**config.mk**
```make
export PLATFORM = sky130hd
export DESIGN_NAME = ipi_router
export DESIGN_NICKNAME = d
export VERILOG_FILES = /design/src/rtl/ipi_router_pkg.sv /design/src/rtl/ipi_logical_match.sv /design/src/rtl/ipi_target_select.sv /design/src/rtl/ipi_router.sv
export SDC_FILE = /design/constraint.sdc
export NUM_CORES = 1
export LEC_CHECK = 0
export BUFFER_PORTS_ARGS = -buffer_cell sky130_fd_sc_hd__buf_2
export CAP_MARGIN = 25
export CORE_ASPECT_RATIO = 0.75
export CORE_MARGIN = 2
export CORE_UTILIZATION = 50
export CTS_BUF_LIST = sky130_fd_sc_hd__clkbuf_16
export CTS_CLUSTER_SIZE = 12
export DETAILED_ROUTE_END_ITERATION = 10
export HOLD_SLACK_MARGIN = 0.12
export PLACE_DENSITY = 0.82
export SLEW_MARGIN = 5
export SYNTH_ARGS = -nofsm -noshare
export SYNTH_HDL_FRONTEND = slang
export SYNTH_SLANG_ARGS = --single-unit
```
**constraint.sdc**
```tcl
create_clock -name clk -period 6.3 [get_ports clk]
set_input_delay 0.315 -clock clk [delete_from_list [all_inputs] [get_ports clk]]
set_output_delay 0.315 -clock clk [all_outputs]
set_load 0.005 [all_outputs]
```
**src/rtl/ipi_router_pkg.sv**
```systemverilog
// Shared codes for the inter-processor interrupt router.
// Assumes 3-bit delivery mode codes and 2-bit shorthand codes.
package ipi_router_pkg;
    typedef enum logic [1:0] {
        KIND_FIXED = 2'd0,
        KIND_INIT  = 2'd1,
        KIND_SIPI  = 2'd2
    } dlv_kind_e;

    localparam logic [1:0] SH_NONE  = 2'd0;
    localparam logic [1:0] SH_SELF  = 2'd1;
    localparam logic [1:0] SH_ALL   = 2'd2;
    localparam logic [1:0] SH_OTHER = 2'd3;

    localparam logic [3:0] MODEL_FLAT    = 4'hF;
    localparam logic [3:0] MODEL_CLUSTER = 4'h0;

    // Maps a mode code to a delivery kind; flags codes that are not carried.
    function automatic logic mode_supported(input logic [2:0] m);
        return (m == 3'd0) || (m == 3'd1) || (m == 3'd5) || (m == 3'd6);
    endfunction

    function automatic dlv_kind_e mode_kind(input logic [2:0] m);
        if (m == 3'd5) return KIND_INIT;
        if (m == 3'd6) return KIND_SIPI;
        return KIND_FIXED;
    endfunction
endpackage

```
**src/rtl/ipi_logical_match.sv**
```systemverilog
// Logical destination match for one core.
// Assumes the destination is an 8-bit mask; in the flat model it is a bit set,
// and in the cluster model it is a cluster number (upper nibble) plus a member set.
module ipi_logical_match
    import ipi_router_pkg::*;
(
    input  logic [7:0] dest,
    input  logic [7:0] ldr,
    input  logic [3:0] model,
    output logic       hit,
    output logic       bad_model
);
    // Decide acceptance under the core's addressing model.
    always_comb begin
        hit       = 1'b0;
        bad_model = 1'b0;
        if (model == MODEL_FLAT) begin
            hit = (dest == 8'hFF) || ((ldr & dest) != 8'h00);
        end else if (model == MODEL_CLUSTER) begin
            hit = (dest == 8'hFF) ||
                  ((ldr[7:4] == dest[7:4]) && ((ldr[3:0] & dest[3:0]) != 4'h0));
        end else begin
            bad_model = 1'b1;
        end
    end
endmodule

```
**src/rtl/ipi_target_select.sv**
```systemverilog
// Combinational target selection for a held command.
// Produces the set of targeted cores and one error flag; on error the set is empty.
// Assumes the command fields are stable for the evaluation cycle.
module ipi_target_select
    import ipi_router_pkg::*;
#(
    parameter int NUM_CORES = 4,
    localparam int CORE_W = (NUM_CORES > 1) ? $clog2(NUM_CORES) : 1
) (
    input  logic                   has_src,
    input  logic [CORE_W-1:0]      src,
    input  logic [2:0]             mode,
    input  logic                   logical,
    input  logic [1:0]             shorthand,
    input  logic [7:0]             dest,
    input  logic [8*NUM_CORES-1:0] ldr,
    input  logic [4*NUM_CORES-1:0] model,
    output logic [NUM_CORES-1:0]   sel,
    output logic [NUM_CORES-1:0]   src_mask,
    output logic                   error
);
    logic [NUM_CORES-1:0] log_hit;
    logic [NUM_CORES-1:0] log_bad;
    logic [NUM_CORES-1:0] phys_hit;

    for (genvar i = 0; i < NUM_CORES; i++) begin : g_core
        ipi_logical_match u_match (
            .dest      (dest),
            .ldr       (ldr[8*i +: 8]),
            .model     (model[4*i +: 4]),
            .hit       (log_hit[i]),
            .bad_model (log_bad[i])
        );
        assign phys_hit[i] = (dest == 8'(i));
        assign src_mask[i] = has_src && (src == CORE_W'(i));
    end

    logic [NUM_CORES-1:0] raw_sel;
    logic                 raw_err;

    // Resolve the shorthand and addressing into a raw target set.
    always_comb begin
        raw_sel = '0;
        raw_err = 1'b0;
        case (shorthand)
            SH_NONE: begin
                if (!logical) begin
                    if (phys_hit == '0) raw_err = 1'b1;
                    else                raw_sel = phys_hit;
                end else begin
                    if (log_bad != '0) raw_err = 1'b1;
                    else               raw_sel = log_hit;
                end
            end
            SH_SELF: begin
                if (has_src) begin
                    if (logical) raw_err = 1'b1;
                    else         raw_sel = src_mask;
                end
            end
            SH_ALL:   raw_sel = '1;
            default:  raw_sel = ~src_mask;
        endcase
    end

    // Apply the mode check and suppress every target on error.
    always_comb begin
        error = raw_err || ((raw_sel != '0) && !mode_supported(mode));
        sel   = error ? '0 : raw_sel;
    end
endmodule

```
**src/rtl/ipi_router.sv**
```systemverilog
// Inter-processor interrupt destination router.
// Accepts one command, evaluates it for one cycle, then emits one-cycle
// per-core delivery and kick strobes or an error. Assumes the target
// logical IDs and models are stable while a command is busy.
module ipi_router
    import ipi_router_pkg::*;
#(
    parameter int NUM_CORES = 4,
    localparam int CORE_W = (NUM_CORES > 1) ? $clog2(NUM_CORES) : 1
) (
    input  logic                   clk,
    input  logic                   rst_n,
    input  logic                   cmd_valid,
    output logic                   cmd_busy,
    input  logic                   cmd_has_src,
    input  logic [CORE_W-1:0]      cmd_src,
    input  logic [7:0]             cmd_vector,
    input  logic [2:0]             cmd_mode,
    input  logic                   cmd_logical,
    input  logic [1:0]             cmd_shorthand,
    input  logic [7:0]             cmd_dest,
    input  logic [8*NUM_CORES-1:0] tgt_ldr,
    input  logic [4*NUM_CORES-1:0] tgt_model,
    output logic [NUM_CORES-1:0]   dlv_valid,
    output logic [7:0]             dlv_vector,
    output logic [1:0]             dlv_kind,
    output logic [NUM_CORES-1:0]   kick,
    output logic                   err
);
    logic              h_has_src;
    logic [CORE_W-1:0] h_src;
    logic [7:0]        h_vector;
    logic [2:0]        h_mode;
    logic              h_logical;
    logic [1:0]        h_shorthand;
    logic [7:0]        h_dest;

    logic [NUM_CORES-1:0] sel;
    logic [NUM_CORES-1:0] src_mask;
    logic                 sel_err;
    dlv_kind_e            kind;

    // Hold the command while it is being evaluated.
    always_ff @(posedge clk) begin
        if (!rst_n) begin
            cmd_busy    <= 1'b0;
            h_has_src   <= 1'b0;
            h_src       <= '0;
            h_vector    <= '0;
            h_mode      <= '0;
            h_logical   <= 1'b0;
            h_shorthand <= '0;
            h_dest      <= '0;
        end else if (cmd_busy) begin
            cmd_busy <= 1'b0;
        end else if (cmd_valid) begin
            cmd_busy    <= 1'b1;
            h_has_src   <= cmd_has_src;
            h_src       <= cmd_src;
            h_vector    <= cmd_vector;
            h_mode      <= cmd_mode;
            h_logical   <= cmd_logical;
            h_shorthand <= cmd_shorthand;
            h_dest      <= cmd_dest;
        end
    end

    ipi_target_select #(.NUM_CORES(NUM_CORES)) u_select (
        .has_src   (h_has_src),
        .src       (h_src),
        .mode      (h_mode),
        .logical   (h_logical),
        .shorthand (h_shorthand),
        .dest      (h_dest),
        .ldr       (tgt_ldr),
        .model     (tgt_model),
        .sel       (sel),
        .src_mask  (src_mask),
        .error     (sel_err)
    );

    // Delivery kind for the held mode.
    always_comb kind = mode_kind(h_mode);

    // Register the result strobes for exactly one cycle after evaluation.
    always_ff @(posedge clk) begin
        if (!rst_n) begin
            dlv_valid  <= '0;
            dlv_vector <= '0;
            dlv_kind   <= KIND_FIXED;
            kick       <= '0;
            err        <= 1'b0;
        end else if (cmd_busy) begin
            dlv_valid  <= sel;
            dlv_vector <= h_vector;
            dlv_kind   <= kind;
            kick       <= (kind == KIND_FIXED) ? (sel & ~src_mask) : '0;
            err        <= sel_err;
        end else begin
            dlv_valid <= '0;
            kick      <= '0;
            err       <= 1'b0;
        end
    end
endmodule

```
==> flow_metrics.py <==
metrics = {
    "status": {
        "run_status": "finished clean",
    },
    "global_routing": {
        "gr-total-overflow": 0,
        "grt_antenna_before_repair": 0,
        "groute.usage.overall": 0.226,
        "grt_pass1_wl_mm": 9.87,
        "maximum_number_of_pins_on_one_net_before_global_route_repair": 38,
        "via_count_of_the_first_global_routing_pass": 2247,
    },
    "routing": {
        "detail_route.vias_per_cell": 5.59,
        "detailedRoute.firstPassIterationCount": 4,
        "postRouteAntennaNets": 0,
        "route.detailed.wl_per_inst_um": 13.7,
        "dr_total_vias": 2402,
        "dr.first_iter.drc_count": 179,
        "drc": 0,
        "route.final.wire_length_mm": 5.88,
    },
    "placed_design": {
        "gp_congestion": 0.861,
        "preCtsSetupSlack_ns": 3.82,
        "hpwl_mm": 4.48,
        "buffer_ports.inserted": 95,
    },
    "floorplanning": {
        "floorplan.rows": 21,
        "dieWidth_um": 84.4,
        "initial_core_util": 0.530,
        "io_pins": 96,
        "die_area_um2": 5430,
        "fp.dieH_um": 64.3,
        "fp.coreArea_um2": 4570,
    },
    "finish": {
        "area_growth_syn_to_layout_pct": 27.0,
        "layout.nets": 465,
        "antenna-diode-count": 0,
        "utilization": 0.673,
        "filler_cell_count": 382,
        "layout-drive-gt1-share": 0.300,
    },
    "synth": {
        "seq_area_frac_synth": 0.372,
        "yosysMostFrequentCell": "sky130_fd_sc_hd__nand2_1",
        "synth_seq_cells": 45,
        "synth.distinct_cells": 47,
        "synth_async_sr_flop_share": 0,
        "synth_largest_area_cell": "sky130_fd_sc_hd__dfxtp_1",
        "synth_area_um2": 2420,
        "synth_edf_count": 0,
        "synth-main-ff-cell": "sky130_fd_sc_hd__dfxtp_1",
        "synthesis.nets": 380,
        "netlist.area_leader.share": 0.372,
        "synth_common_cells": "65 x sky130_fd_sc_hd__nand2_1, 45 x sky130_fd_sc_hd__dfxtp_1, 26 x sky130_fd_sc_hd__a21boi_0, 16 x sky130_fd_sc_hd__ha_1, 13 x sky130_fd_sc_hd__clkbuf_1",
        "netlist_instances": 288,
        "synth_warnings": 0,
        "synth_top_cells_by_area": "sky130_fd_sc_hd__dfxtp_1 37%, sky130_fd_sc_hd__nand2_1 10%, sky130_fd_sc_hd__ha_1 8.3%",
        "synthesis.area_per_instance_um2": 8.42,
    },
    "sta": {
        "final_hold_viol_count": 0,
        "postLayoutSetupSlackWorst_ns": 3.86,
        "finalHoldWorstSlack_ns": 0.276,
        "post-route-min-period_ns": 2.44,
        "worst_slew_pin_slew_ns": 0.914,
        "finalSetupViolations": 0,
        "timing.slew.headroom": 0.391,
        "finalSetupTns_ns": 0,
        "period_share": 0.388,
        "rsz0062_at_grt": "false",
        "timing.clock.skew_ns": 0.00664,
        "maxSlewViolCount": 0,
        "maxClockFrequency_mhz": 409,
    },
    "setup_path": {
        "cp_data_arrival_time_ns": 2.63,
        "endpoint_kind": "flop",
        "worst_r2r_endpoint": "kick[3]",
        "worstSetupEndpoint": "kick[3]",
        "path_max_fanout": 7,
        "path_class": "flop to flop",
        "worstPathRequired_ns": 6.48,
        "worstSetupStartpoint": "h_dest[5]",
        "worst_setup_path_start_kind": "flop",
        "r2r.worst_path.cells": 8,
        "r2r-start": "h_dest[5]",
        "r2r_setup_slk_ns": 3.86,
    },
    "power": {
        "total_switching_power_mw": 0.170,
        "seq_power_share": 0.448,
        "pwr-share-clk": 0.412,
        "internal-power_mw": 0.532,
        "leakage_nw": 1.42,
        "ir_drop_v": 0.000174,
        "power.combinational.fraction": 0.140,
        "swShare": 0.242,
        "power_per_cell_area_nw_per_um2": 228,
    },
    "clock_network": {
        "cts_hold_repair.buffers": 0,
        "cts.sinks": 45,
        "cts.reportedPaths.clkPinSlew_ns": 0.06,
        "clockRootBuffer": "sky130_fd_sc_hd__clkbuf_16",
        "max-clock-path-buffers": 2,
        "cts_buffers": 5,
        "cts_setup_buffers": 0,
        "h-tree-depth": 2,
        "post_cts.resized_instances": 0,
        "clk_latency_worst_skew_pair_ns": 0.28,
        "cts_tree": "built",
    },
    "min_path": {
        "min_path_type": "primary input to flop",
        "worst_hold_path.num_cells": 3,
    },
    "run": {
        "drv.max_cap_violation_count": 0,
    },
}
registers in the layout (all words and copies together), names as in the netlist:
name         count
h_has_src        1
h_dest           8
kick             4
h_src            2
h_shorthand      2
dlv_kind         2
dlv_vector       8
dlv_valid        4
h_logical        1
h_vector         8
cmd_busy         1
h_mode           3
err              1
worst min-delay path by stage:
stage | from | end | slack, ns
global placement | h_vector[4] | h_vector[4] | 0.45
detailed placement | h_vector[4] | h_vector[4] | 0.46
CTS | cmd_dest[2] | h_dest[2] | 0.27
finish | cmd_shorthand[1] | h_shorthand[1] | 0.28
global route | cmd_vector[1] | h_vector[1] | 0.28
floorplan | h_vector[0] | h_vector[0] | 0.44
power by group through the flow:
stage / Combinational (mW) / Clock, mW / Sequential (mW)
final: 0.0984 / 0.289 / 0.314
after global routing: 0.112 / 0.304 / 0.316
after CTS: 0.0973 / 0.294 / 0.314
after detailed placement: 0.0967 / 0 / 0.320
after global placement: 0.0939 / 0 / 0.320
after floorplan: 0.0663 / 0 / 0.310
per-stage QoR:
step | area [µm²] | instances | total power [mW]
5_1_grt | 3080 | 430 | 0.733
4_1_cts | 3060 | 429 | 0.705
3_3_place_gp | 2900 | 422 | 0.414
6_report | 3080 | 430 | 0.702
2_1_floorplan | 2420 | 288 | 0.376
3_5_place_dp | 2900 | 422 | 0.417
worst max-delay path: stages, from the launching register on:
cell and delay (ns):
sky130_fd_sc_hd__dfxtp_1 0.40, sky130_fd_sc_hd__ha_1 0.22, sky130_fd_sc_hd__nor4_1 0.27, sky130_fd_sc_hd__nand3_1 0.11
sky130_fd_sc_hd__a211oi_1 0.36, sky130_fd_sc_hd__o31ai_2 0.12, sky130_fd_sc_hd__a211oi_1 0.36, sky130_fd_sc_hd__a32oi_2 0.21
sky130_fd_sc_hd__nor4bb_1 0.30
area by class of cell:
| type | instances | area (µm²) | area share |
|---|---|---|---|
| Multi-Input combinational cell | 217 | 1420 | 0.462 |
| Inverter | 8 | 30.0 | 0.00976 |
| Tap cell | 57 | 71.3 | 0.0232 |
| Sequential cell | 45 | 901 | 0.293 |
| Timing Repair Buffer | 96 | 490 | 0.159 |
| Clock buffer | 5 | 125 | 0.0407 |
| Clock inverter | 2 | 38.8 | 0.0126 |
cell usage in the layout (no fill, tap or decap), types with 2 or more instances in the layout:
cell                        instances
sky130_fd_sc_hd__buf_2             95
sky130_fd_sc_hd__nand2_1           65
sky130_fd_sc_hd__dfxtp_1           45
sky130_fd_sc_hd__a21boi_0          26
sky130_fd_sc_hd__ha_1              16
sky130_fd_sc_hd__mux2i_1           11
sky130_fd_sc_hd__nor2_1             9
sky130_fd_sc_hd__a22oi_1            9
sky130_fd_sc_hd__inv_1              8
sky130_fd_sc_hd__nand3_1            8
sky130_fd_sc_hd__nand4_1            8
sky130_fd_sc_hd__nor2b_1            8
sky130_fd_sc_hd__nor4_1             7
sky130_fd_sc_hd__or4_1              5
sky130_fd_sc_hd__nor3_1             5
sky130_fd_sc_hd__clkbuf_16          5
sky130_fd_sc_hd__a21oi_1            3
sky130_fd_sc_hd__a221oi_1           2
sky130_fd_sc_hd__or3_1              2
sky130_fd_sc_hd__a31oi_1            2
sky130_fd_sc_hd__a211oi_1           2
sky130_fd_sc_hd__a211oi_2           2
sky130_fd_sc_hd__nand2b_1           2
sky130_fd_sc_hd__and3_1             2
sky130_fd_sc_hd__and2_1             2
metal layers:
| layer | vias to the layer above | global-route usage | wire length, µm |
|---|---|---|---|
| met4 | 0 | 0.0635 | 59 |
| met2 | 107 | 0.385 | 2740 |
| met5 | - | 0 | 0 |
| met1 | 1078 | 0.283 | 2540 |
| li1 | 1210 | - | - |
| met3 | 7 | 0.0594 | 542 |
cell families after synthesis:
logic type / after synthesis / share of synthesized area
adders and majority gates: 16 / 0.0826
xor gates and xnor gates: 1 / 0.00361
DFF: 45 / 0.372
AOI/OAI and AO/OA: 60 / 0.194
and+or+nand+nor: 128 / 0.255
muxes: 12 / 0.0501
buffers and inverters: 26 / 0.0429
Note: power is estimated with default switching activity, not from simulation.
